## src/rtl/rx_fmt_pkg.sv

```systemverilog
package rx_fmt_pkg;

  typedef enum logic [3:0] {
    S_IDLE, S_DRAIN, S_ALLOC, S_HDR, S_BODY, S_CRC, S_TRL0, S_TRL1, S_FIN
  } fmt_state_t;

  // sizing decision for one frame, fields are header-word wide
  typedef struct packed {
    logic [15:0] status;
    logic [15:0] count;
    logic [15:0] body;
    logic        odd_long;
    logic        keep_crc;
    logic        refuse;
  } fmt_plan_t;

endpackage

```

## src/rtl/rx_fmt_plan.sv

```systemverilog
module rx_fmt_plan
  import rx_fmt_pkg::*;
#(
  parameter int LEN_W      = 12,
  parameter int MIN_FRAME  = 64,
  parameter int PAGE_BYTES = 2048,
  parameter int LONG_LIMIT = 1518
) (
  input  logic [LEN_W-1:0] len,
  input  logic             rx_en,
  input  logic             soft_rst,
  input  logic             strip_crc,
  output fmt_plan_t        plan
);
  localparam int HDR_TRL_BYTES = 6;
  localparam int CRC_BYTES     = 4;

  logic [15:0] len16, even_len, body;
  logic [16:0] total;
  logic        is_short;

  always_comb begin
    len16    = 16'(len);
    even_len = {len16[15:1], 1'b0};
    is_short = len16 < 16'(MIN_FRAME);
    body     = is_short ? 16'(MIN_FRAME) : even_len;
    total    = 17'(body) + 17'(HDR_TRL_BYTES) + (strip_crc ? 17'd0 : 17'(CRC_BYTES));

    plan.status   = {3'b000, len16[0], (len16 > 16'(LONG_LIMIT)), 11'd0};
    plan.count    = total[15:0];
    plan.body     = body;
    plan.odd_long = len16[0] && !is_short;
    plan.keep_crc = !strip_crc;
    plan.refuse   = !rx_en || soft_rst || (total > 17'(PAGE_BYTES));
  end

endmodule

```

## src/rtl/rx_fmt_engine.sv

```systemverilog
module rx_fmt_engine
  import rx_fmt_pkg::*;
#(
  parameter int LEN_W  = 12,
  parameter int PAGE_W = 2,
  parameter int ADDR_W = 11
) (
  input  logic              clk,
  input  logic              rst_n,
  input  logic              frm_valid,
  output logic              frm_ready,
  input  logic [LEN_W-1:0]  frm_len,
  input  fmt_plan_t         plan,
  input  logic              in_valid,
  output logic              in_ready,
  input  logic [7:0]        in_data,
  input  logic [31:0]       crc_in,
  output logic              alloc_req,
  input  logic              alloc_ack,
  input  logic              alloc_ok,
  input  logic [PAGE_W-1:0] alloc_page,
  output logic              wr_en,
  output logic [PAGE_W-1:0] wr_page,
  output logic [ADDR_W-1:0] wr_addr,
  output logic [7:0]        wr_data,
  output logic              done,
  output logic              refused
);
  localparam int IDX_W = 16;
  localparam logic [7:0] CTRL_ODD  = 8'h60;
  localparam logic [7:0] CTRL_EVEN = 8'h40;

  fmt_state_t        st_q, st_d;
  logic [LEN_W-1:0]  len_q, len_d;
  logic [IDX_W-1:0]  idx_q, idx_d;
  logic [15:0]       status_q, status_d, count_q, count_d, body_q, body_d;
  logic              oddl_q, oddl_d, keep_q, keep_d;
  logic [PAGE_W-1:0] page_q, page_d;
  logic [ADDR_W-1:0] addr_q, addr_d;
  logic [7:0]        last_q, last_d;
  logic              have_q, have_d;
  logic              need_byte;

  always_comb begin
    st_d = st_q;     len_d = len_q;     idx_d = idx_q;
    status_d = status_q; count_d = count_q; body_d = body_q;
    oddl_d = oddl_q; keep_d = keep_q;   page_d = page_q;
    addr_d = addr_q; last_d = last_q;   have_d = have_q;
    frm_ready = 1'b0; in_ready = 1'b0; alloc_req = 1'b0;
    wr_en = 1'b0; wr_data = 8'h00; done = 1'b0; refused = 1'b0;
    need_byte = 1'b0;

    case (st_q)
      S_IDLE: begin
        frm_ready = 1'b1;
        if (frm_valid) begin
          len_d    = frm_len;
          status_d = plan.status;
          count_d  = plan.count;
          body_d   = plan.body;
          oddl_d   = plan.odd_long;
          keep_d   = plan.keep_crc;
          if (plan.refuse) begin
            refused = 1'b1;
            idx_d   = IDX_W'(frm_len);
            st_d    = (frm_len != '0) ? S_DRAIN : S_IDLE;
          end else begin
            st_d = S_ALLOC;
          end
        end
      end
      S_DRAIN: begin
        in_ready = 1'b1;
        if (in_valid) begin
          idx_d = idx_q - 1'b1;
          if (idx_q == IDX_W'(1)) st_d = S_IDLE;
        end
      end
      S_ALLOC: begin
        alloc_req = 1'b1;
        if (alloc_ack) begin
          if (alloc_ok) begin
            page_d = alloc_page;
            addr_d = '0;
            idx_d  = '0;
            have_d = 1'b0;
            st_d   = S_HDR;
          end else begin
            refused = 1'b1;
            idx_d   = IDX_W'(len_q);
            st_d    = (len_q != '0) ? S_DRAIN : S_IDLE;
          end
        end
      end
      S_HDR: begin
        wr_en = 1'b1;
        case (idx_q[1:0])
          2'd0:    wr_data = status_q[7:0];
          2'd1:    wr_data = status_q[15:8];
          2'd2:    wr_data = count_q[7:0];
          default: wr_data = count_q[15:8];
        endcase
        idx_d = idx_q + 1'b1;
        if (idx_q[1:0] == 2'd3) begin
          idx_d = '0;
          st_d  = S_BODY;
        end
      end
      S_BODY: begin
        need_byte = idx_q < IDX_W'(len_q);
        in_ready  = need_byte;
        wr_en     = need_byte ? in_valid : 1'b1;
        wr_data   = need_byte ? in_data : 8'h00;
        if (wr_en) begin
          idx_d = idx_q + 1'b1;
          if (idx_q == body_q - 1'b1) begin
            idx_d = '0;
            st_d  = keep_q ? S_CRC : S_TRL0;
          end
        end
      end
      S_CRC: begin
        wr_en    = 1'b1;
        wr_data  = crc_in[{idx_q[1:0], 3'b000} +: 8];
        in_ready = oddl_q && !have_q;
        if (in_ready && in_valid) begin
          last_d = in_data;
          have_d = 1'b1;
        end
        idx_d = idx_q + 1'b1;
        if (idx_q[1:0] == 2'd3) st_d = S_TRL0;
      end
      S_TRL0: begin
        if (oddl_q && !have_q) begin
          in_ready = 1'b1;
          wr_en    = in_valid;
          wr_data  = in_data;
        end else begin
          wr_en   = 1'b1;
          wr_data = oddl_q ? last_q : 8'h00;
        end
        if (wr_en) st_d = S_TRL1;
      end
      S_TRL1: begin
        wr_en   = 1'b1;
        wr_data = oddl_q ? CTRL_ODD : CTRL_EVEN;
        st_d    = S_FIN;
      end
      S_FIN: begin
        done = 1'b1;
        st_d = S_IDLE;
      end
      default: st_d = S_IDLE;
    endcase

    if (wr_en) addr_d = addr_q + 1'b1;
  end

  always_ff @(posedge clk) begin
    if (!rst_n) begin
      st_q <= S_IDLE;   len_q <= '0;    idx_q <= '0;
      status_q <= '0;   count_q <= '0;  body_q <= '0;
      oddl_q <= 1'b0;   keep_q <= 1'b0; page_q <= '0;
      addr_q <= '0;     last_q <= '0;   have_q <= 1'b0;
    end else begin
      st_q <= st_d;     len_q <= len_d;     idx_q <= idx_d;
      status_q <= status_d; count_q <= count_d; body_q <= body_d;
      oddl_q <= oddl_d; keep_q <= keep_d;   page_q <= page_d;
      addr_q <= addr_d; last_q <= last_d;   have_q <= have_d;
    end
  end

  assign wr_page = page_q;
  assign wr_addr = addr_q;

  // a frame refused at acceptance never requests a page
  a_r1_refuse_no_alloc: assert property (@(posedge clk) disable iff (!rst_n)
    (frm_ready && frm_valid && plan.refuse) |=> !alloc_req);

  // writes back to back always step the address by one
  a_r10_addr_step: assert property (@(posedge clk) disable iff (!rst_n)
    (wr_en && $past(wr_en)) |-> (wr_addr == $past(wr_addr) + 1'b1));

  // completion follows the write of a control byte
  a_r9_done_after_ctrl: assert property (@(posedge clk) disable iff (!rst_n)
    done |-> ($past(wr_en) && ($past(wr_data) == CTRL_ODD || $past(wr_data) == CTRL_EVEN)));

  // no stream byte is taken while a descriptor can be accepted
  a_r11_idle_no_stream: assert property (@(posedge clk) disable iff (!rst_n)
    frm_ready |-> !in_ready);

  // one outcome per frame per cycle
  a_r11_one_outcome: assert property (@(posedge clk) disable iff (!rst_n)
    $onehot0({done, refused}));

endmodule

```

## src/rtl/rx_frame_formatter.sv

```systemverilog
module rx_frame_formatter
  import rx_fmt_pkg::*;
#(
  parameter int LEN_W      = 12,
  parameter int PAGE_W     = 2,
  parameter int PAGE_BYTES = 2048,
  parameter int MIN_FRAME  = 64,
  parameter int LONG_LIMIT = 1518,
  localparam int ADDR_W    = $clog2(PAGE_BYTES)
) (
  input  logic              clk,
  input  logic              rst_n,
  input  logic              cfg_rx_en,
  input  logic              cfg_soft_rst,
  input  logic              cfg_strip_crc,
  input  logic              frm_valid,
  output logic              frm_ready,
  input  logic [LEN_W-1:0]  frm_len,
  input  logic              in_valid,
  output logic              in_ready,
  input  logic [7:0]        in_data,
  input  logic [31:0]       crc_in,
  output logic              alloc_req,
  input  logic              alloc_ack,
  input  logic              alloc_ok,
  input  logic [PAGE_W-1:0] alloc_page,
  output logic              wr_en,
  output logic [PAGE_W-1:0] wr_page,
  output logic [ADDR_W-1:0] wr_addr,
  output logic [7:0]        wr_data,
  output logic              done,
  output logic              rxq_push,
  output logic [PAGE_W-1:0] rxq_page,
  output logic              rcv_irq,
  output logic              refused
);
  fmt_plan_t plan;

  rx_fmt_plan #(
    .LEN_W(LEN_W), .MIN_FRAME(MIN_FRAME),
    .PAGE_BYTES(PAGE_BYTES), .LONG_LIMIT(LONG_LIMIT)
  ) u_plan (
    .len(frm_len), .rx_en(cfg_rx_en), .soft_rst(cfg_soft_rst),
    .strip_crc(cfg_strip_crc), .plan(plan)
  );

  rx_fmt_engine #(.LEN_W(LEN_W), .PAGE_W(PAGE_W), .ADDR_W(ADDR_W)) u_eng (
    .clk(clk), .rst_n(rst_n),
    .frm_valid(frm_valid), .frm_ready(frm_ready), .frm_len(frm_len), .plan(plan),
    .in_valid(in_valid), .in_ready(in_ready), .in_data(in_data), .crc_in(crc_in),
    .alloc_req(alloc_req), .alloc_ack(alloc_ack), .alloc_ok(alloc_ok),
    .alloc_page(alloc_page),
    .wr_en(wr_en), .wr_page(wr_page), .wr_addr(wr_addr), .wr_data(wr_data),
    .done(done), .refused(refused)
  );

  assign rxq_push = done;
  assign rcv_irq  = done;
  assign rxq_page = wr_page;

endmodule

```

## config.mk

```make
export PLATFORM = sky130hd
export DESIGN_NAME = rx_frame_formatter
export DESIGN_NICKNAME = d
export VERILOG_FILES = /design/src/rtl/rx_fmt_pkg.sv /design/src/rtl/rx_fmt_plan.sv /design/src/rtl/rx_fmt_engine.sv /design/src/rtl/rx_frame_formatter.sv
export SDC_FILE = /design/constraint.sdc
export NUM_CORES = 1
export LEC_CHECK = 0
export BUFFER_PORTS_ARGS = -buffer_cell sky130_fd_sc_hd__buf_4
export CAP_MARGIN = 20
export CORE_MARGIN = 1
export CORE_UTILIZATION = 35
export CTS_CLUSTER_SIZE = 8
export DETAILED_ROUTE_END_ITERATION = 10
export GPL_TIMING_DRIVEN = 1
export PLACE_DENSITY = 0.6
export SETUP_SLACK_MARGIN = 0.15
export SLEW_MARGIN = 20
export SYNTH_ARGS = -nofsm -noshare
export SYNTH_HDL_FRONTEND = slang
export SYNTH_SLANG_ARGS = --single-unit
```

## constraint.sdc

```tcl
create_clock -name clk -period 3.9 [get_ports clk]
set_input_delay 0 -clock clk [delete_from_list [all_inputs] [get_ports clk]]
set_output_delay 0 -clock clk [all_outputs]
set_load 0.03 [all_outputs]
```

; Word level (Yosys, flattened, before mapping)
; Index checks and enable logic that the tools add are counted.
[word_totals]
register_bits = 90
latch_bits = 0
mem_bits_rw = 0
romBits = 0
memories = 0
[op_classes]
addsub = 6
n_mul = 0
n_div = 0
order_cmp = 4
eq_ne = 25
shift = 1
muxes = 54
bitwise = 0
reduce_logical = 26
[op_table]
columns = cell, count
row1 = 16-bit two-way mux, 7
row2 = 16-bit one-hot mux with 6 select lines, 1
row3 = 11-bit two-way mux, 4
row4 = 4-bit two-way mux, 11
row5 = 8-bit one-hot mux with 5 select lines, 1
row6 = 4-bit one-hot mux with 8 select lines, 1
row7 = 32-bit by 6-bit indexed part select with 8-bit output, 1
row8 = "16-bit by 1-bit subtractor with 16-bit output, second input constant", 2
row9 = 12-bit two-way mux, 2
row10 = 8-bit two-way mux, 3
row11 = 8-bit one-hot mux with 3 select lines, 1
row12 = 12-bit nonzero test, 2
row13 = "16-bit by 3-bit adder with 17-bit output, second input constant", 1
row14 = 17-bit adder, 1
row15 = "17-bit by 12-bit > comparator with 1-bit output, second input constant", 1
row16 = "16-bit by 1-bit adder with 16-bit output, second input constant", 1
row17 = "16-bit by 1-bit equality test with 1-bit output, second input constant", 1
row18 = 16-bit equality test, 1
row19 = "4-bit by 3-bit equality test with 1-bit output, second input constant", 4
row20 = 16-bit by 12-bit less-than comparator with 1-bit output, 1
row21 = 1-bit two-way mux, 16
row22 = "2-bit by 1-bit != test with 1-bit output, second input constant", 7
row23 = "12-bit by 11-bit > comparator with 1-bit output, second input constant", 1
row24 = "12-bit by 7-bit less-than comparator with 1-bit output, second input constant", 1
row25 = other kinds (26), 44

; Logic depth before layout (Yosys ltp)
[depth]
ltp_word = 9
mapped_depth = 19

; Cells and area by module
; Synthesis repeated with hierarchy kept, for this count alone.
[unflattened]
hier_cells = 982
hier_area_um2 = 7385.8
[by_module_without_submodules]
columns = mod, n_inst, cells_each, area_per_inst_um2, seq_area_each_um2
row1 = rx_fmt_engine, 1, 884, 6682.7, 2082.0
row2 = rx_fmt_plan, 1, 94, 673.1, 0.0
row3 = rx_frame_formatter, 1, 4, 30.0, 0.0

; Worst setup path before layout
; OpenSTA, ideal clock, no wires.
[synth_path]
path_type = input to register
start = in frm_len[9]
end = reg u_eng.idx_q[13]
arrival_ps = 3661
t_required_ps = 3778
setup_slack_ps = 117
cell_stages = 19
cell_sequence = clkbuf_1 > nor2_1 > nand2_1 > clkbuf_1 > nand2_1 > ha_1 > inv_1 > ha_1 > inv_1 > fa_1 > nand2b_1 > nor3_1 > xor2_1 > o41a_1 > or3_1 > nand2_1 > buf_2 > nor2_1 > o311a_1
[synth_between]
elab_chain_cells = 8
[synth_lines]
columns = item, line
row1 = from (decl), rx_frame_formatter.sv:18  ; input logic [LEN_W-1:0] frm_len,
row2 = 12-bit by 7-bit less-than comparator with 1-bit output, rx_fmt_plan.sv:25  ; is_short = len16 < 16'(MIN_FRAME);
row3 = 12-bit two-way mux *, rx_fmt_plan.sv:26  ; body = is_short ? 16'(MIN_FRAME) : even_len;
row4 = 16-bit by 3-bit adder with 17-bit output *, rx_fmt_plan.sv:27  ; total = 17'(body) + 17'(HDR_TRL_BYTES) + (strip_crc ? 17'd0 : 17'(CRC_BYTES));
row5 = 17-bit adder *, rx_fmt_plan.sv:27
row6 = 17-bit by 12-bit > comparator with 1-bit output *, rx_fmt_plan.sv:34  ; plan.refuse = !rx_en || soft_rst || (total > 17'(PAGE_BYTES));
row7 = 1-bit logical OR *, rx_fmt_plan.sv:34
row8 = 2-bit != test (no line) *, -
row9 = 6-bit AND reduction (no line) *, -
row10 = to (signal assigned), rx_fmt_engine.sv:166  ; st_q <= st_d; len_q <= len_d; idx_q <= idx_d;
row11 = to (decl), rx_fmt_engine.sv:35  ; logic [IDX_W-1:0] idx_q, idx_d;
; Every way passes the cells marked *; elsewhere a longest branch is shown, timed or not.
; A chain may end at the register's enable or synchronous reset.

; Worst setup path in the final report
[layout_path]
start = in frm_len[2]
end = reg u_eng.idx_q[12]
; Same word-level chain as after synthesis.

==> impl_metrics.json <==
{
  "cts_tree": "done",
  "synthXorXnorAreaFrac_pct": 5.082,
  "die_y_um": 133.3,
  "coreArea_mm2": 0.01670,
  "rows": 47,
  "yosys-top-cells-count": "nand2_1 (91), dfxtp_1 (80), nor2_1 (72)",
  "synth_top_family_by_area": "simple AND/OR/NAND/NOR gates",
  "hold_viol": 0,
  "max_freq_ghz": 0.2832,
  "yosys-top-cells-area": "dfxtp_1 (27%), nand2_1 (5.7%), a21oi_1 (4.6%)",
  "reg2reg_depth": 10,
  "path_clk_slew_ns": 0.07,
  "slowest_delay_ns": 0.53,
  "routed_wl_um": 20040,
  "synth_top_area_share_pct": 26.55,
  "antenna_left": 0,
  "end_kind": "flip-flop",
  "fin_crit_ns": 3.532,
  "path_buf_inv": 5,
  "num_vias": 6311,
  "synth_seq_cells": 80,
  "area_growth_pct": 23.19,
  "grt_overflow": 0,
  "antenna_found_initial": 0,
  "swShare_pct": 44.41,
  "total_power_mw": 3.917,
  "via_per_inst": 5.706,
  "worstHoldPathCells": 3,
  "finalSetupViolCount": 0,
  "pwr-share-clk_pct": 22.1,
  "drc": 0,
  "crit_type": "input pin to flip-flop",
  "synth.most_common_cell": "nand2_1",
  "async_flop_share_pct": 0,
  "max-vdd-ir-drop_v": 0.0003024,
  "gp_congestion": 0.8782,
  "tns_ns": 0,
  "avgSynthCellArea_um2": 7.559,
  "max-slew-margin-rel_pct": 49.79,
  "p_sw_mw": 1.739,
  "grt_max_degree": 59,
  "grt_usage_pct": 23.16,
  "period_share_pct": 90.55,
  "first_iter_violations": 531,
  "tightest_slew_ns": 0.7463,
  "fin_skew_ns": 0.007996,
  "clkLatencyLatePin_ns": 0.36,
  "status": "finished clean",
  "dpl.cell_count": 1068,
  "cpMaxStageDelayCell": "dlygate4sd3_1",
  "synth-main-ff-cell": "dfxtp_1",
  "path_cells": "dlygate4sd3_1, buf_4, nand2_1, ha_1, inv_1, ha_1, inv_1, fa_1, nand2b_2, o21ai_1, nand4_1, o41a_1, or3_1, nand2_1, buf_4, nor4b_1, o32a_1",
  "yosysWarnings": 0,
  "critPathRequiredTime_ns": 4.14,
  "diodes": 0,
  "drive_gt1_share_pct": 18.06,
  "p_per_area_mw_per_mm2": 527.1,
  "place_hpwl_um": 14830,
  "cts_root_buf": "clkbuf_16",
  "synth_nets": 883,
  "synthCells": 798,
  "chipWidth_um": 133.3,
  "power_frac_comb_pct": 48.6,
  "maxCapViolations": 0,
  "ys_types": 76,
  "crit_family": "simple AND/OR/NAND/NOR gates",
  "layout.nets": 966,
  "hp-class": "input pin to flip-flop",
  "p_seq_share_pct": 29.3,
  "crit_path_start_kind": "input pin",
  "htreeDepth": 3,
  "clockBufferDepth": 2,
  "crit_arrival_ns": 3.78,
  "finalNonFillerCells": 1106,
  "worstSetupPathDepth": 17,
  "clkSinkCount": 80,
  "r2r_slack_ns": 0.55,
  "dieArea_mm2": 0.01776,
  "netlist_area_mm2": 0.006032,
  "leakage_nw": 3.012,
  "grt_pass1_wl_um": 32240,
  "seq_area_frac_synth_pct": 26.55,
  "io_pins": 94,
  "synth_compound_area_share_pct": 24.73,
  "path_max_fanout": 12,
  "muxShareOfSynthArea_pct": 5.331,
  "first_pass_iters": 5,
  "numPortBuffers": 93,
  "p_int_mw": 2.177,
  "start_util_pct": 36.12,
  "yosys.area_share.simple_pct": 26.80,
  "first_global_vias": 5851,
  "synth_edf_count": 0,
  "synthAdderAreaFrac_pct": 4.688,
  "cts_made_buffers": 9,
  "rsz0062_at_grt": "no",
  "detail_route.wl_per_cell_um": 18.12,
  "yosys.area.top_type": "dfxtp_1",
  "slew_viol_final": 0
}
power groups by stage:
stage          Combinational [mW]  Sequential (mW)  Clock [mW]
2_1_floorplan                1.42             1.02           0
3_3_place_gp                 1.86             1.16           0
3_5_place_dp                 1.86             1.16           0
4_1_cts                      1.88             1.14       0.883
5_1_grt                      2.09             1.16       0.915
6_report                     1.90             1.15       0.867
flip-flops by register name, summed over array words and instances, names as in the netlist:
name and flops:
u_eng.status_q 1, u_eng.idx_q 16, u_eng.keep_q 1, u_eng.len_q 12, u_eng.oddl_q 1, u_eng.wr_addr 11, u_eng.count_q 12, u_eng.body_q 11
u_eng.have_q 1, u_eng.last_q 8, u_eng.wr_page 2, u_eng.st_q 4
layer usage:
| layer | GRT usage, % | wire (um) | up-vias | part of all wire (%) |
|---|---|---|---|---|
| met5 | 0 | 0 | - | 0 |
| met4 | 8.838 | 495 | 0 | 2.5 |
| met3 | 3.311 | 1020 | 35 | 5.1 |
| met2 | 36.08 | 9068 | 198 | 45 |
| met1 | 32.20 | 9460 | 2987 | 47 |
| li1 | - | - | 3091 | - |
layout make-up:
class	count	area, um2
clock inverters	6	56.30
inverters	34	127.6
multi-input cells	617	4033
repair buffers	139	1099
clock buffers	10	239.0
well taps	220	275.3
flip-flops and latches	80	1602
fillers	1733	9270
repair_timing:
item / 4_1_cts / 5_1_grt
buffers inserted: 0 / 0
resized for setup: 0 / 3
endpoints found under the setup margin: 0 / 3
endpoints found under the hold margin: 30 / 0
hold buffers: 22 / 0
layout by cell type, fill, tap and decap left out, types with 6 or more instances in the layout:
cell	n
buf_4	117
dfxtp_1	80
o22ai_1	9
nand4_1	6
or3_1	9
inv_1	33
nand3_1	32
ha_1	21
a211oi_1	13
a31oi_1	7
and3_1	15
nor2_1	72
a211o_1	7
dlygate4sd3_1	22
xor2_1	20
a21oi_1	56
nand2b_1	12
clkbuf_16	9
mux2i_1	13
a221oi_1	6
nor4_1	14
xnor2_1	15
and2_1	9
a32o_1	6
a221o_1	10
o211ai_1	7
nand2_1	91
nor3_1	27
mux4_2	8
o21ai_0	35
metrics by stage:
step / area, um2 / utilization (%) / hold slack (ns) / setup WS [ns]
final: 7431 / 44.49 / 0.02627 / 0.3685
after global routing: 7431 / 44.49 / 0.02842 / 0.1544
after CTS: 7423 / 44.45 / 0.01708 / 0.3158
after detailed placement: 6908 / 41.36 / 0.2072 / 0.09747
after global placement: 6908 / 41.36 / 0.2050 / 0.1543
after floorplan: 6033 / - / 0.09563 / 0.1834
path summary, 6_finish.rpt:
| kind | from | endpoint |
|---|---|---|
| worst max-delay path | frm_len[2] | u_eng.idx_q[12] |
| worst min-delay path | frm_len[10] | u_eng.status_q[11] |
| worst max register to register | u_eng.body_q[1] | u_eng.idx_q[3] |
| worst min register to register | u_eng.count_q[12] | u_eng.count_q[12] |
worst reg2reg max path, stage by stage, from the launching register on:
cell	delay, ns
dfxtp_1	0.36
inv_1	0.07
ha_1	0.18
nor3b_4	0.35
xnor2_1	0.12
or4_4	0.53
nor4_4	0.33
nand4_4	0.21
a21oi_2	0.61
a2111oi_0	0.22
a31o_2	0.25
cells by family after synthesis:
family / Yosys count
xor gates and xnor gates: 35
and+or+nand+nor: 322
buffers and inverters: 101
DFF: 80
muxes: 22
adders and majority gates: 22
AOI/OAI and AO/OA: 216
Note: power is estimated with default switching activity, not from simulation.
